[src/rtl/ssc_pkg.sv]
// Shared types and constants for the safety state controller.
// Assumes: state codes are visible on a port, so their values are fixed.
package ssc_pkg;

    typedef enum logic [2:0] {
        ST_STANDBY = 3'd0,
        ST_RESET   = 3'd1,
        ST_DIAG    = 3'd2,
        ST_ACTIVE  = 3'd3,
        ST_SAFE    = 3'd4
    } ssc_state_e;

    localparam int WDF_W         = 3;
    localparam int DEV_W         = 4;
    localparam int WDF_RELOAD    = 5;
    localparam int WDF_DRV_LIMIT = 5;
    localparam int WDF_MAX       = (1 << WDF_W) - 1;

endpackage

[src/rtl/ssc_seq.sv]
// State sequencer: holds the operating state, one shared dwell timer,
// the recorded self-test pass and the self-test start pulse.
// Assumes: the counter inputs are registered values, so no combinational
// loop forms with ssc_counters.
module ssc_seq
    import ssc_pkg::*;
#(
    parameter int DIAG_TO = 40,
    parameter int SAFE_TO = 20
) (
    input  logic             clk,
    input  logic             rst_n,
    input  logic             wake,
    input  logic             supply_ok,
    input  logic             bist_done,
    input  logic             bist_pass,
    input  logic             mcu_fault,
    input  logic             go_active,
    input  logic [WDF_W-1:0] wdf,
    input  logic [DEV_W-1:0] dev,
    input  logic [DEV_W-1:0] err_limit,
    output ssc_state_e       state,
    output ssc_state_e       nxt,
    output logic             bist_start
);

    localparam int TMAX  = (DIAG_TO > SAFE_TO) ? DIAG_TO : SAFE_TO;
    localparam int TMR_W = $clog2(TMAX + 1);

    logic [TMR_W-1:0] tmr;
    logic             bist_ok;
    logic             diag_expire;
    logic             safe_expire;
    logic             fault_hit;

    assign diag_expire = (tmr == TMR_W'(DIAG_TO - 1));
    assign safe_expire = (tmr == TMR_W'(SAFE_TO - 1));
    assign fault_hit   = mcu_fault || (wdf == WDF_W'(WDF_MAX));

    // Next-state selection; supply loss ranks above every other exit.
    always_comb begin
        nxt = state;
        unique case (state)
            ST_STANDBY: if (wake) nxt = ST_RESET;
            ST_RESET:   if (supply_ok) nxt = ST_DIAG;
            ST_DIAG: begin
                if (!supply_ok)
                    nxt = ST_RESET;
                else if ((bist_done && !bist_pass) || fault_hit || diag_expire)
                    nxt = ST_SAFE;
                else if (bist_ok && go_active)
                    nxt = ST_ACTIVE;
            end
            ST_ACTIVE: begin
                if (!supply_ok)
                    nxt = ST_RESET;
                else if (fault_hit)
                    nxt = ST_SAFE;
            end
            ST_SAFE: begin
                if (!supply_ok)
                    nxt = ST_RESET;
                else if (safe_expire)
                    nxt = (dev >= err_limit) ? ST_STANDBY : ST_RESET;
            end
            default: nxt = ST_STANDBY;
        endcase
    end

    // State register and the start pulse for a new diagnostic visit.
    always_ff @(posedge clk) begin
        if (!rst_n) begin
            state      <= ST_STANDBY;
            bist_start <= 1'b0;
        end else begin
            state      <= nxt;
            bist_start <= (nxt == ST_DIAG) && (state != ST_DIAG);
        end
    end

    // Dwell timer: cleared on every state change, saturating otherwise.
    always_ff @(posedge clk) begin
        if (!rst_n)
            tmr <= '0;
        else if (nxt != state)
            tmr <= '0;
        else if (tmr != '1)
            tmr <= tmr + 1'b1;
    end

    // Records a passing self-test within the current diagnostic visit.
    always_ff @(posedge clk) begin
        if (!rst_n)
            bist_ok <= 1'b0;
        else
            bist_ok <= (state == ST_DIAG) && (bist_ok || (bist_done && bist_pass));
    end

endmodule

[src/rtl/ssc_counters.sv]
// Watchdog fail counter and device error counter.
// Assumes: the state and next state come from ssc_seq. The error counter
// is cleared only by the power-on reset.
module ssc_counters
    import ssc_pkg::*;
(
    input  logic             clk,
    input  logic             rst_n,
    input  ssc_state_e       state,
    input  ssc_state_e       nxt,
    input  logic             wd_good,
    input  logic             wd_bad,
    output logic [WDF_W-1:0] wdf,
    output logic [DEV_W-1:0] dev
);

    logic [WDF_W-1:0] wdf_n;
    logic [DEV_W-1:0] dev_n;
    logic             entering;
    logic             supervised;

    assign entering   = (nxt != state);
    assign supervised = (state == ST_DIAG) || (state == ST_ACTIVE);

    // Fail count: reload on entry, otherwise saturating up/down on events.
    always_comb begin
        wdf_n = wdf;
        if (entering && (nxt == ST_DIAG || nxt == ST_ACTIVE))
            wdf_n = WDF_W'(WDF_RELOAD);
        else if (supervised) begin
            if (wd_bad && !wd_good && wdf != WDF_W'(WDF_MAX))
                wdf_n = wdf + 1'b1;
            else if (wd_good && !wd_bad && wdf != '0)
                wdf_n = wdf - 1'b1;
        end
    end

    // Error count: one step per safe entry, saturating at all ones.
    always_comb begin
        dev_n = dev;
        if (entering && nxt == ST_SAFE && dev != '1)
            dev_n = dev + 1'b1;
    end

    // Counter registers.
    always_ff @(posedge clk) begin
        if (!rst_n) begin
            wdf <= '0;
            dev <= '0;
        end else begin
            wdf <= wdf_n;
            dev <= dev_n;
        end
    end

endmodule

[src/rtl/ssc_outputs.sv]
// Output stage: reset-release extension, safing-path gate, monitor resets
// and regulator enable gating.
// Assumes: the state and fail count are registered, so the outputs here
// depend only on flops and the quasi-static control inputs.
module ssc_outputs
    import ssc_pkg::*;
#(
    parameter int NRES_EXT = 6
) (
    input  logic             clk,
    input  logic             rst_n,
    input  ssc_state_e       state,
    input  logic [WDF_W-1:0] wdf,
    input  logic             ov_flag,
    input  logic             drv_en,
    input  logic             reg5_ctl,
    input  logic             regs_ctl,
    output logic             nres,
    output logic             endrv,
    output logic             mon_rst_n,
    output logic             reg5_en,
    output logic             regs_en
);

    localparam int EXT_W = $clog2(NRES_EXT + 1);

    logic [EXT_W-1:0] ext;
    logic             held;
    logic             powered;

    assign held    = (state == ST_STANDBY) || (state == ST_RESET);
    assign powered = !held;

    // Extension counter: loaded in reset, runs down after reset is left.
    always_ff @(posedge clk) begin
        if (!rst_n)
            ext <= '0;
        else if (state == ST_RESET)
            ext <= EXT_W'(NRES_EXT);
        else if (ext != '0)
            ext <= ext - 1'b1;
    end

    // Output gating.
    always_comb begin
        nres      = !(held || (ext != '0));
        endrv     = ((state == ST_DIAG) || (state == ST_ACTIVE)) && drv_en &&
                    !ov_flag && (wdf < WDF_W'(WDF_DRV_LIMIT));
        mon_rst_n = powered;
        reg5_en   = powered && reg5_ctl;
        regs_en   = powered && regs_ctl;
    end

endmodule

[src/rtl/safe_state_ctrl.sv]
// Top of the safety supervisor operating state controller. It wires the
// sequencer, the counters and the output stage together.
// Assumes: all inputs are synchronous to clk, and event inputs are
// single-cycle pulses.
module safe_state_ctrl
    import ssc_pkg::*;
#(
    parameter int DIAG_TO  = 40,
    parameter int SAFE_TO  = 20,
    parameter int NRES_EXT = 6
) (
    input  logic       clk,
    input  logic       rst_n,
    input  logic       wake,
    input  logic       supply_ok,
    input  logic       ov_flag,
    input  logic       bist_done,
    input  logic       bist_pass,
    input  logic       wd_good,
    input  logic       wd_bad,
    input  logic       mcu_fault,
    input  logic       ctl_drv_en,
    input  logic       ctl_go_active,
    input  logic       ctl_reg5_en,
    input  logic       ctl_regs_en,
    input  logic [3:0] err_limit,
    output logic       nres,
    output logic       endrv,
    output logic       spi_rst_n,
    output logic       wdg_rst_n,
    output logic       esm_rst_n,
    output logic       bist_start,
    output logic       reg5_en,
    output logic       regs_en,
    output logic [2:0] state_o,
    output logic [2:0] wd_fail_cnt,
    output logic [3:0] dev_err_cnt
);

    ssc_state_e       state;
    ssc_state_e       nxt;
    logic [WDF_W-1:0] wdf;
    logic [DEV_W-1:0] dev;
    logic             mon_rst_n;

    ssc_seq #(
        .DIAG_TO (DIAG_TO),
        .SAFE_TO (SAFE_TO)
    ) u_seq (
        .clk        (clk),
        .rst_n      (rst_n),
        .wake       (wake),
        .supply_ok  (supply_ok),
        .bist_done  (bist_done),
        .bist_pass  (bist_pass),
        .mcu_fault  (mcu_fault),
        .go_active  (ctl_go_active),
        .wdf        (wdf),
        .dev        (dev),
        .err_limit  (err_limit),
        .state      (state),
        .nxt        (nxt),
        .bist_start (bist_start)
    );

    ssc_counters u_cnt (
        .clk     (clk),
        .rst_n   (rst_n),
        .state   (state),
        .nxt     (nxt),
        .wd_good (wd_good),
        .wd_bad  (wd_bad),
        .wdf     (wdf),
        .dev     (dev)
    );

    ssc_outputs #(
        .NRES_EXT (NRES_EXT)
    ) u_out (
        .clk       (clk),
        .rst_n     (rst_n),
        .state     (state),
        .wdf       (wdf),
        .ov_flag   (ov_flag),
        .drv_en    (ctl_drv_en),
        .reg5_ctl  (ctl_reg5_en),
        .regs_ctl  (ctl_regs_en),
        .nres      (nres),
        .endrv     (endrv),
        .mon_rst_n (mon_rst_n),
        .reg5_en   (reg5_en),
        .regs_en   (regs_en)
    );

    // Port mapping of internal results.
    assign state_o     = state;
    assign wd_fail_cnt = wdf;
    assign dev_err_cnt = dev;
    assign spi_rst_n   = mon_rst_n;
    assign wdg_rst_n   = mon_rst_n;
    assign esm_rst_n   = mon_rst_n;

endmodule

[config.mk]
export PLATFORM = sky130hd
export DESIGN_NAME = safe_state_ctrl
export DESIGN_NICKNAME = d
export VERILOG_FILES = /design/src/rtl/ssc_pkg.sv /design/src/rtl/ssc_seq.sv /design/src/rtl/ssc_counters.sv /design/src/rtl/ssc_outputs.sv /design/src/rtl/safe_state_ctrl.sv
export SDC_FILE = /design/constraint.sdc
export NUM_CORES = 1
export LEC_CHECK = 0
export ABC_AREA = 0
export BUFFER_PORTS_ARGS = -buffer_cell sky130_fd_sc_hd__buf_2
export CAP_MARGIN = 15
export CORE_MARGIN = 1.5
export CORE_UTILIZATION = 35
export CTS_BUF_LIST = sky130_fd_sc_hd__clkbuf_8 sky130_fd_sc_hd__clkbuf_16
export DETAILED_ROUTE_END_ITERATION = 10
export SLEW_MARGIN = 5
export SYNTH_ARGS = -nofsm -noshare
export SYNTH_HDL_FRONTEND = slang
export SYNTH_SLANG_ARGS = --single-unit
[constraint.sdc]
create_clock -name clk -period 4.9 [get_ports clk]
set_input_delay 0.245 -clock clk [delete_from_list [all_inputs] [get_ports clk]]
set_output_delay 0.245 -clock clk [all_outputs]
set_load 0.02 [all_outputs]
==> impl_metrics.env, run 1 <==
export IMPL_outcome="finished, final reports clean"
export IMPL_place_ws_ns=2.785
export IMPL_crit_slowest_cell="a211oi_1"
export IMPL_max_cap_violations=0
export IMPL_synth_warnings=0
export IMPL_cp_num_buf_inv=0
export IMPL_antenna_found_initial=0
export IMPL_yosys_area_share_adder=0.08421
export IMPL_r2r_slack_ns=2.75
export IMPL_rows=23
export IMPL_synth_edff_count=0
export IMPL_drc_errors=0
export IMPL_area_delta_synth_final_pct=16.58
export IMPL_core_area_um2=3971
export IMPL_yosys_area_share_simple=0.2711
export IMPL_initial_utilization=0.3592
export IMPL_fin_hold_ws_ns=0.2872
export IMPL_drive_gt1_frac=0.2573
export IMPL_ant_nets=0
export IMPL_post_cts_repair_setup_buffers=0
export IMPL_maxSlewHeadroom=0.6829
export IMPL_cts_tree="built"
export IMPL_cts_buffers=3
export IMPL_pwr_share_comb=0.250
export IMPL_power_frac_seq=0.473
export IMPL_cp_top_family="compound AO/OA/AOI/OAI gates"
export IMPL_grt_use_met3=0.02703
export IMPL_synth_compound_area_frac=0.1956
export IMPL_layout_commonest_cell="buf_2"
export IMPL_critPathCaptureType="flop"
export IMPL_ys_flop_type="dfxtp_1"
export IMPL_crit_path_cell_trace="ha_1, nor4b_2, a21oi_1, a211oi_1, a31o_2, nor2_1, xnor2_1, nor2_1"
export IMPL_port_buffers=35
export IMPL_rsz0062_at_grt="no"
export IMPL_synth_mux_area_frac=0.02807
export IMPL_swShare=0.3127
export IMPL_via_per_inst=5.109
export IMPL_die_w_um=66.84
export IMPL_finalClockSkew_ns=0.001436
export IMPL_cts_hold_buf=0
export IMPL_cp_arrival_ns=2.29
export IMPL_ir_drop_uv=124.4
export IMPL_fillCellCount=412
export IMPL_final_cell_mix="buf_2 (35), dfxtp_1 (21), nor2_1 (18)"
export IMPL_placed_area_um2=1617
export IMPL_slowest_delay_ns=0.38
export IMPL_drt_pass1_iterations=4
export IMPL_hold_viol_final=0
export IMPL_syn_num_nets=202
export IMPL_diodes=0
export IMPL_clkPwrFrac=0.277
export IMPL_synth_area_um2=1426
export IMPL_first_global_vias=1162
export IMPL_cp_max_fo=6
export IMPL_finalCritPeriodShare=0.4387
export IMPL_cts_resized=0
export IMPL_clockRootBuffer="clkbuf_8"
export IMPL_hold_path_class="in2reg"
export IMPL_yosysUniqueCellTypes=47
export IMPL_nets=234
export IMPL_finalSetupViolations=0
export IMPL_grt_max_degree=18
export IMPL_dpl_cell_count=252
export IMPL_first_iter_violations=70
export IMPL_async_reset_ff_frac=0
export IMPL_busiest_layer="met2"
export IMPL_grt_ovfl_total=0
export IMPL_finalSetupTns_ns=0
export IMPL_fin_crit_ns=2.150
export IMPL_startpoint_type="flop"
export IMPL_dp_hpwl_um=2425
export IMPL_gr_usage_met2=0.2363
export IMPL_yosysSeqAreaShare=0.2947
export IMPL_clk_latency_ns=0.26
export IMPL_power_internal_uw=286.2
export IMPL_vias=1308
export IMPL_final_cells=256
export IMPL_wl_per_cell_um=12.44
export IMPL_timing_fmax_mhz=465.2
export IMPL_p_leak_nw=0.7484
export IMPL_finalWorstSetupSlack_ns=2.750
export IMPL_design_area_um2=1663
export IMPL_crit_top_cell="nor2_1"
export IMPL_io_pins=36
export IMPL_cts_max_path_buffers=2
export IMPL_worst_slew_pin_slew_ns=0.4750
export IMPL_dieArea_um2=4468
export IMPL_finalMaxSlewViolations=0
export IMPL_htree_levels=1
export IMPL_die_h_um=66.84
export IMPL_synth_top_family_by_area="simple AND/OR/NAND/NOR gates"
export IMPL_synth_seq_cells=21
export IMPL_clk_pin_slew_worst_paths_ns=0.08
export IMPL_path_class="reg2reg"
export IMPL_grt_pass1_wl_um=5395
export IMPL_place_congestion=0.7881
export IMPL_synth_xor_area_frac=0.06140
export IMPL_power_switching_uw=130.2
export IMPL_grt_total_usage=0.1561
export IMPL_postSynthCellCount=175
export IMPL_wl_um=3184
export IMPL_cts_sinks=21
export IMPL_p_per_area_nw_per_um2=250.4
export IMPL_cp_required_ns=5.04
export IMPL_gr_usage_met1=0.2250
export IMPL_synth_area_per_cell_um2=8.151
[Yosys cell counts (all sizes together), types with 4 or more instances]
library cell | number | area, um^2
buf | 5 | 36.28
a31oi | 6 | 37.54
mux2i | 4 | 40.04
ha | 8 | 100.1
inv | 12 | 45.04
nor2b | 4 | 25.02
nand2 | 13 | 48.80
nor3 | 6 | 46.30
nor2 | 18 | 67.56
a21oi | 15 | 75.07
dfxtp | 21 | 420.4
nand3 | 8 | 45.04
xnor2 | 8 | 70.07
o21ai | 7 | 38.79
[cells by family after synthesis]
| logic type | count (synthesis) |
|---|---|
| AO/OA/AOI/OAI | 43 |
| XOR/XNOR | 10 |
| multiplexers | 4 |
| adder cells (fa/ha/maj) | 9 |
| flip-flops | 21 |
| AND/OR/NAND/NOR | 68 |
| buffers and inverters | 20 |
[per-layer routing]
layer  wire length, um  vias to the layer above
li1                  -                      678
met1              1557                      582
met2              1404                       44
met3               190                        4
met4                31                        0
met5                 0                        -
[power groups by stage]
| stage | Sequential, mW | Clock, mW | Combinational, mW |
|---|---|---|---|
| floorplan | 0.200 | 0 | 0.0779 |
| global placement | 0.201 | 0 | 0.104 |
| detailed placement | 0.201 | 0 | 0.104 |
| CTS | 0.197 | 0.118 | 0.105 |
| global route | 0.200 | 0.128 | 0.118 |
| finish | 0.197 | 0.115 | 0.104 |
[worst register-to-register path, cell delays in order (launching register included)]
cell and delay [ns]:
dfxtp_1 0.37, ha_1 0.28, nor4b_2 0.35, a21oi_1 0.14
a211oi_1 0.38, a31o_2 0.22, nor2_1 0.07, xnor2_1 0.16
nor2_1 0.05
[final timing paths]
path                             start                        end  cells after the start
min reg2reg  u_out.ext[1]$_SDFFE_PN0P_  u_out.ext[1]$_SDFFE_PN0P_                      2
min                              rst_n  u_seq.tmr[5]$_SDFFE_PP0P_                      2
max          u_seq.tmr[0]$_SDFFE_PP0P_  u_cnt.dev[0]$_SDFFE_PN0P_                      8
max reg2reg  u_seq.tmr[0]$_SDFFE_PP0P_  u_cnt.dev[0]$_SDFFE_PN0P_                      8
[cell type report]
cell class,count,area [um^2],area share
clock buffers,3,41.29,0.02483
clock inverters,1,5.005,0.003010
inverters,12,45.04,0.02709
multi-input cells,134,913.4,0.5493
flip-flops and latches,21,420.4,0.2528
well taps,50,62.56,0.03762
repair buffers,35,175.2,0.1053
[registers in the layout, indices dropped and copies added (netlist names)]
register          count
u_cnt.dev             4
u_cnt.wdf             3
u_out.ext             3
u_seq.bist_ok         1
u_seq.bist_start      1
u_seq.state           3
u_seq.tmr             6
[through the flow]
| step | util | power (mW) |
|---|---|---|
| after floorplan | - | 0.2778 |
| after detailed placement | 0.4071 | 0.3057 |
| after global placement | 0.4071 | 0.3048 |
| after global routing | 0.4187 | 0.4457 |
| after CTS | 0.4187 | 0.4199 |
| final | 0.4187 | 0.4163 |
Power figures use the tool's default switching activity.
==> inputs of run 2 (changes only) <==
--- a/config.mk
+++ b/config.mk
@@ -5,7 +5,7 @@
 export SDC_FILE = /design/constraint.sdc
 export NUM_CORES = 1
 export LEC_CHECK = 0
-export ABC_AREA = 0
+export ABC_AREA = 1
 export BUFFER_PORTS_ARGS = -buffer_cell sky130_fd_sc_hd__buf_2
 export CAP_MARGIN = 15
 export CORE_MARGIN = 1.5
==> constraint.sdc (replaced) <==
create_clock -name clk -period 2 [get_ports clk]
set_input_delay 0.1 -clock clk [delete_from_list [all_inputs] [get_ports clk]]
set_output_delay 0.1 -clock clk [all_outputs]
set_load 0.02 [all_outputs]
==> run 2 against run 1 <==
Net effect:
- clock skew rose by 0.0076 ns
- sequential share of layout area fell by 0.21 points
- final area grew 0.83%
- clock power rose by 140%
- sequential power grew 150%
- register-to-register slack lost 2.5 ns
- worst setup slack got worse by 2.5 ns
- area after synthesis fell by 0.79%
- critical path depth rose by 5
- flip-flop and latch count is the same
- global-route usage shrank 1.5 points
- worst hold slack got worse by 0.13 ns
- largest cell class unchanged
- largest power group unchanged
==> impl_metrics.env, run 2 <==
export IMPL_ant_nets=0
export IMPL_ys_flop_type="dfxtp_1"
export IMPL_reg_largest_list="u_seq.tmr (6), u_cnt.dev (4)"
export IMPL_postSynthCellCount=210
export IMPL_post_route_util=0.4446
export IMPL_dpl_cell_count=290
export IMPL_diodes=0
export IMPL_syn_num_nets=237
export IMPL_power_switching_uw=351.5
export IMPL_grt_pass1_wl_um=4912
export IMPL_timing_fmax_mhz=560.2
export IMPL_cp_num_buf_inv=1
export IMPL_drive_gt1_frac=0.2398
export IMPL_startpoint_type="flop"
export IMPL_cp_top_family="simple AND/OR/NAND/NOR gates"
export IMPL_synth_area_um2=1415
export IMPL_place_congestion=0.8238
export IMPL_dieArea_um2=4434
export IMPL_vias=1327
export IMPL_finalSetupTns_ns=0
export IMPL_yosysUniqueCellTypes=32
export IMPL_cts_resized=0
export IMPL_die_h_um=66.59
export IMPL_cp_required_ns=2.16
export IMPL_final_cell_mix="nand2_1 (39), inv_1 (37), buf_2 (35)"
export IMPL_grt_ovfl_total=0
export IMPL_finalSetupViolations=0
export IMPL_nets=274
export IMPL_outcome="finished, final reports clean"
export IMPL_htree_levels=1
export IMPL_synth_warnings=0
export IMPL_grt_max_degree=13
export IMPL_clk_pin_slew_worst_paths_ns=0.08
export IMPL_hold_viol_final=0
export IMPL_async_reset_ff_frac=0
export IMPL_grt_use_met3=0.02027
export IMPL_cts_buffers=3
export IMPL_finalCritPeriodShare=0.8925
export IMPL_cp_arrival_ns=1.94
export IMPL_clockRootBuffer="clkbuf_8"
export IMPL_cp_max_fo=4
export IMPL_first_global_vias=1183
export IMPL_max_cap_violations=0
export IMPL_synth_top_area_cell="dfxtp_1"
export IMPL_core_area_um2=3771
export IMPL_synth_mux_area_frac=0
export IMPL_ir_drop_uv=377.8
export IMPL_die_w_um=66.59
export IMPL_layout_commonest_cell="nand2_1"
export IMPL_rsz0062_at_grt="no"
export IMPL_synth_common_cells="nand2_1 (39), inv_1 (37), nor2_1 (27)"
export IMPL_rows=22
export IMPL_via_per_inst=4.514
export IMPL_first_iter_violations=69
export IMPL_port_buffers=35
export IMPL_clk_latency_ns=0.26
export IMPL_gr_usage_met2=0.2113
export IMPL_final_cells=294
export IMPL_crit_path_cell_trace="ha_1, nand2_1, inv_1, nand3_1, nand3_1, nand3_1, and2_1, nand2_2, nor2_4, nand2_2, nand2_2, nand2_1, nor2_2"
export IMPL_dp_hpwl_um=2330
export IMPL_worst_slew_pin_slew_ns=0.3824
export IMPL_fin_crit_ns=1.785
export IMPL_synth_edff_count=0
export IMPL_gr_usage_met1=0.2027
export IMPL_finalMaxSlewViolations=0
export IMPL_drc_errors=0
export IMPL_io_pins=36
export IMPL_yosys_area_share_simple=0.3572
export IMPL_post_cts_repair_setup_buffers=0
export IMPL_largest_reg_flops=6
export IMPL_pwr_share_comb=0.282
export IMPL_path_class="reg2reg"
export IMPL_synth_seq_cells=21
export IMPL_place_ws_ns=0.2414
export IMPL_synth_compound_area_frac=0.1008
export IMPL_synth_xor_area_frac=0.03714
export IMPL_p_per_area_nw_per_um2=634.4
export IMPL_cts_tree="built"
export IMPL_finalWorstSetupSlack_ns=0.2150
export IMPL_wl_per_cell_um=9.813
export IMPL_cts_max_path_buffers=2
export IMPL_slowest_delay_ns=0.39
export IMPL_yosysSeqAreaShare=0.2971
export IMPL_finalClockSkew_ns=0.009026
export IMPL_antenna_found_initial=0
export IMPL_area_delta_synth_final_pct=18.48
export IMPL_synth_top_area_share=0.2971
export IMPL_synth_top_family_by_area="simple AND/OR/NAND/NOR gates"
export IMPL_top_register="u_seq.tmr"
export IMPL_cts_sinks=21
export IMPL_cts_hold_buf=0
export IMPL_critPathCaptureType="flop"
export IMPL_yosys_area_share_adder=0.08488
export IMPL_power_frac_seq=0.462
export IMPL_synth_area_per_cell_um2=6.739
export IMPL_maxSlewHeadroom=0.7418
export IMPL_grt_total_usage=0.1413
export IMPL_wl_um=2885
export IMPL_synthMostInstantiatedCell="nand2_1"
export IMPL_p_leak_nw=0.9076
export IMPL_initial_utilization=0.3752
export IMPL_swShare=0.3305
export IMPL_hold_path_class="in2reg"
export IMPL_crit_slowest_cell="dfxtp_1"
export IMPL_synth_area_top_cells="dfxtp_1 (30%), nand2_1 (10%), inv_1 (9.8%), nor2_1 (7.2%), ha_1 (7.1%)"
export IMPL_busiest_layer="met2"
export IMPL_clkPwrFrac=0.257
export IMPL_power_internal_uw=712.2
export IMPL_drt_pass1_iterations=4
-- run 2: cell types whose count changed in the layout (fill, tap and decap cells not counted), sizes merged, moves of 6 or more --
cell	before	now
nand2	13	45
nor2	18	31
inv	12	38
nand3	8	17
xnor2	8	1
a31oi	6	0
-- run 2: kinds of logic after synthesis --
kind of cell,count (synthesis)
AND/OR/NAND/NOR,106
buffers and inverters,43
AO/OA/AOI/OAI,25
flip-flops,21
adder cells (fa/ha/maj),9
XOR/XNOR,6
-- run 2: final timing paths --
check	slack [ns]	startpoint	depth (start not counted)	end
min	0.15	rst_n	3	u_out.ext[1]$_SDFFE_PN0P_
min reg2reg	0.52	u_seq.tmr[1]$_SDFFE_PP0P_	2	u_seq.tmr[1]$_SDFFE_PP0P_
max reg2reg	0.22	u_seq.tmr[0]$_SDFFE_PP0P_	13	u_cnt.wdf[1]$_SDFFE_PP0P_
max	0.22	u_seq.tmr[0]$_SDFFE_PP0P_	13	u_cnt.wdf[1]$_SDFFE_PP0P_
-- run 2: metal layers --
metal | up-vias | share of wire
met5 | - | 0
met4 | 0 | 0.015
met3 | 4 | 0.048
met2 | 31 | 0.42
met1 | 559 | 0.52
li1 | 733 | -
-- run 2: through the flow --
step	area [um^2]	total power, mW	hold WS (ns)
after floorplan	1415	0.7252	0.2805
after global placement	1630	0.7947	0.4255
after detailed placement	1630	0.7992	0.4286
after CTS	1677	1.078	0.1526
after global routing	1677	1.154	0.1670
final	1677	1.064	0.1548
-- run 2: cell type report --
type	count	area, um^2
Clock inverter	1	5.005
Inverter	39	146.4
Timing Repair Buffer	36	182.7
Clock buffer	3	41.29
Multi-Input combinational cell	146	820.8
Fill cell	413	2095
Tap cell	48	60.06
Sequential cell	21	420.4
-- run 2: power by group through the flow --
stage               Combinational, mW  Clock (mW)  Sequential, mW
floorplan                       0.222           0           0.503
global placement                0.295           0           0.500
detailed placement              0.300           0           0.500
CTS                             0.301       0.287           0.491
global route                    0.349       0.309           0.496
finish                          0.300       0.273           0.491
-- run 2: worst min-delay path, cell delays in order --
cell and delay (ns):
buf_2 0.16, nand2_1 0.08, inv_1 0.03
==> inputs of run 3 (changes only) <==
--- a/config.mk
+++ b/config.mk
@@ -8,11 +8,11 @@
 export ABC_AREA = 1
 export BUFFER_PORTS_ARGS = -buffer_cell sky130_fd_sc_hd__buf_2
 export CAP_MARGIN = 15
-export CORE_MARGIN = 1.5
 export CORE_UTILIZATION = 35
 export CTS_BUF_LIST = sky130_fd_sc_hd__clkbuf_8 sky130_fd_sc_hd__clkbuf_16
 export DETAILED_ROUTE_END_ITERATION = 10
 export SLEW_MARGIN = 5
 export SYNTH_ARGS = -nofsm -noshare
 export SYNTH_HDL_FRONTEND = slang
+export SYNTH_HIERARCHICAL = 1
 export SYNTH_SLANG_ARGS = --single-unit
==> constraint.sdc (replaced) <==
create_clock -name clk -period 2.1 [get_ports clk]
set_input_delay 0.105 -clock clk [delete_from_list [all_inputs] [get_ports clk]]
set_output_delay 0.105 -clock clk [all_outputs]
set_load 0.02 [all_outputs]
==> run 3 against run 2 <==
Net effect:
- non-clock buffer count up 11
- fmax down 5.8%
- power up 4.5%
- synthesized cell count up 13%
- clock skew down 0.0078 ns
- flip-flop and latch count unchanged
- area after synthesis up 9.4%
- final area up 16%
- sequential power down 4.7%
- count of clock-buffer cells in the layout unchanged
- die area up 5.8%
- wire length up 18%
- largest cell class unchanged
==> impl_metrics.env, run 3 <==
export IMPL_worst_slew_pin_slew_ns=0.3622
export IMPL_grt_max_degree=13
export IMPL_finalClockSkew_ns=0.001219
export IMPL_synth_area_per_cell_um2=6.531
export IMPL_ant_nets=0
export IMPL_synth_warnings=6
export IMPL_drive_gt1_frac=0.2902
export IMPL_io_pins=36
export IMPL_initial_utilization=0.3761
export IMPL_synth_top_area_share=0.2716
export IMPL_dp_hpwl_um=2653
export IMPL_clk_latency_ns=0.26
export IMPL_synth_seq_cells=21
export IMPL_placed_area_um2=1846
export IMPL_postSynthCellCount=237
export IMPL_first_iter_violations=54
export IMPL_diodes=0
export IMPL_grt_total_usage=0.1519
export IMPL_htree_levels=1
export IMPL_die_w_um=68.50
export IMPL_vias=1564
export IMPL_p_per_area_nw_per_um2=570.8
export IMPL_synth_area_top_cells="dfxtp_1 (27%), inv_1 (9.9%), nand2_1 (9.7%), nor2_1 (9.0%), nand3_1 (7.4%)"
export IMPL_synth_top_area_cell="dfxtp_1"
export IMPL_dieArea_um2=4692
export IMPL_final_cell_mix="inv_1 (41), nand2_1 (40), nor2_1 (37)"
export IMPL_yosysUniqueCellTypes=28
export IMPL_met1_length_um=1604
export IMPL_maxSlewHeadroom=0.7572
export IMPL_top_layer_used="met4"
export IMPL_clk_pin_slew_worst_paths_ns=0.08
export IMPL_yosysSeqAreaShare=0.2716
export IMPL_drc_errors=0
export IMPL_fin_crit_ns=1.894
export IMPL_cts_sinks=21
export IMPL_finalMaxSlewViolations=0
export IMPL_drt_pass1_iterations=4
export IMPL_top_register="u_seq/tmr"
export IMPL_async_reset_ff_frac=0
export IMPL_port_buffers=35
export IMPL_ys_flop_type="dfxtp_1"
export IMPL_cts_max_path_buffers=2
export IMPL_ir_drop_uv=365.5
export IMPL_hold_viol_final=0
export IMPL_finalSetupViolations=0
export IMPL_synth_common_cells="inv_1 (41), nand2_1 (40), nor2_1 (37)"
export IMPL_design_area_um2=1947
export IMPL_met3_length_um=148
export IMPL_startpoint_type="flop"
export IMPL_finalCritPeriodShare=0.9019
export IMPL_die_h_um=68.50
export IMPL_p_leak_nw=1.027
export IMPL_nets=314
export IMPL_timing_fmax_mhz=528.0
export IMPL_dr_wl_met2_um=1637
export IMPL_syn_num_nets=264
export IMPL_wl_um=3407
export IMPL_finalSetupTns_ns=0
export IMPL_cp_arrival_ns=2.06
export IMPL_via_per_inst=4.655
export IMPL_synth_edff_count=0
export IMPL_max_cap_violations=0
export IMPL_cts_tree="built"
export IMPL_layout_commonest_cell="inv_1"
export IMPL_grt_pass1_wl_um=5457
export IMPL_wl_per_cell_um=10.14
export IMPL_area_delta_synth_final_pct=25.79
export IMPL_synthMostInstantiatedCell="inv_1"
export IMPL_cp_max_fo=4
export IMPL_first_global_vias=1322
export IMPL_synth_area_um2=1548
export IMPL_place_congestion=0.8516
export IMPL_reg_largest_list="u_seq/tmr (6), u_cnt/dev (4)"
export IMPL_core_area_um2=4115
export IMPL_antenna_found_initial=0
export IMPL_outcome="finished, final reports clean"
export IMPL_path_class="reg2reg"
export IMPL_cp_required_ns=2.26
export IMPL_rows=23
export IMPL_clockRootBuffer="clkbuf_8"
export IMPL_grt_ovfl_total=0
export IMPL_hold_path_class="in2reg"
export IMPL_cts_buffers=3
export IMPL_largest_reg_flops=6
export IMPL_critPathCaptureType="flop"
export IMPL_p_total_mw=1.111
export IMPL_post_route_util=0.4731
export IMPL_cts_hold_buf=0
-- run 3: cell count changes in the layout (fill, tap and decap cells not counted), sizes merged, moves of 2 or more --
cell / before / now
nor2: 31 / 45
nand3: 17 / 27
nand4: 2 / 5
nor3: 8 / 6
xnor2: 1 / 4
buf: 36 / 47
o21ai: 9 / 7
and2: 2 / 0
inv: 38 / 45
-- run 3: cell families (layout without fill, tap and decap cells) --
kind of cell               after synthesis  count (layout)  share of synthesized area
buffers and inverters                   47              96                     0.1188
DFF                                     21              21                     0.2716
adders and majority gates                9               9                    0.07761
AOI/OAI and AO/OA                       21              21                    0.07518
xor gates and xnor gates                 8               8                    0.04527
and+or+nand+nor                        130             130                     0.4050
muxes                                    1               1                   0.006468
-- run 3: layout make-up --
cell class | count | area (um^2)
multi-input cells | 169 | 975.9
clock buffers | 3 | 41.29
well taps | 50 | 62.56
fillers | 423 | 2168
repair buffers | 47 | 265.3
flip-flops and latches | 21 | 427.9
inverters | 45 | 168.9
clock inverters | 1 | 5.005
-- run 3: path summary, 6_finish.rpt --
check	startpoint	to	slack [ns]	depth (start not counted)
min reg2reg	u_seq/bist_ok$_SDFF_PN0_	u_seq/bist_ok$_SDFF_PN0_	0.51	2
max	u_seq/tmr[0]$_SDFFE_PP0P_	u_cnt/dev[0]$_SDFFE_PN0P_	0.21	15
min	bist_done	u_seq/bist_ok$_SDFF_PN0_	0.14	3
max reg2reg	u_seq/tmr[0]$_SDFFE_PP0P_	u_cnt/dev[0]$_SDFFE_PN0P_	0.21	15
-- run 3: critical path: stages (launching register included) --
cell and delay, ns:
dfxtp_4 0.38, ha_4 0.15, inv_1 0.06, nor2_2 0.09, nand3_1 0.10, a21oi_1 0.13
nand2_1 0.06, nand2_1 0.12, nand3_4 0.11, nor2_1 0.11, and3_4 0.20, nand2_2 0.06
inv_1 0.09, nand2_1 0.06, nand2_1 0.05, nor2_1 0.04
-- run 3: metrics by stage --
step,cells,hold slack (ns),setup WS (ns)
CTS,334,0.1450,0.07324
global route,336,0.1579,-0.02076
global placement,330,0.4276,0.1585
detailed placement,330,0.4045,0.08716
floorplan,237,0.2026,0.1303
finish,336,0.1403,0.2059
-- run 3: report_power, final --
part,total [mW],leakage [nW],switching (mW),internal (mW)
clock network,0.274,0.0255,0.142,0.132
logic,0.369,0.829,0.213,0.156
registers,0.468,0.173,0.0324,0.436
total,1.11,1.03,0.388,0.724
-- run 3: what timing repair did --
item,in CTS,in global routing
resized for setup,0,11
endpoints found under the setup margin,0,7
setup buffers,0,2
-- run 3: layer usage --
layer,vias up,track usage
li1,840,-
met2,29,0.2745
met1,693,0.1836
met3,2,0.03125
met5,-,0
met4,0,0.03125
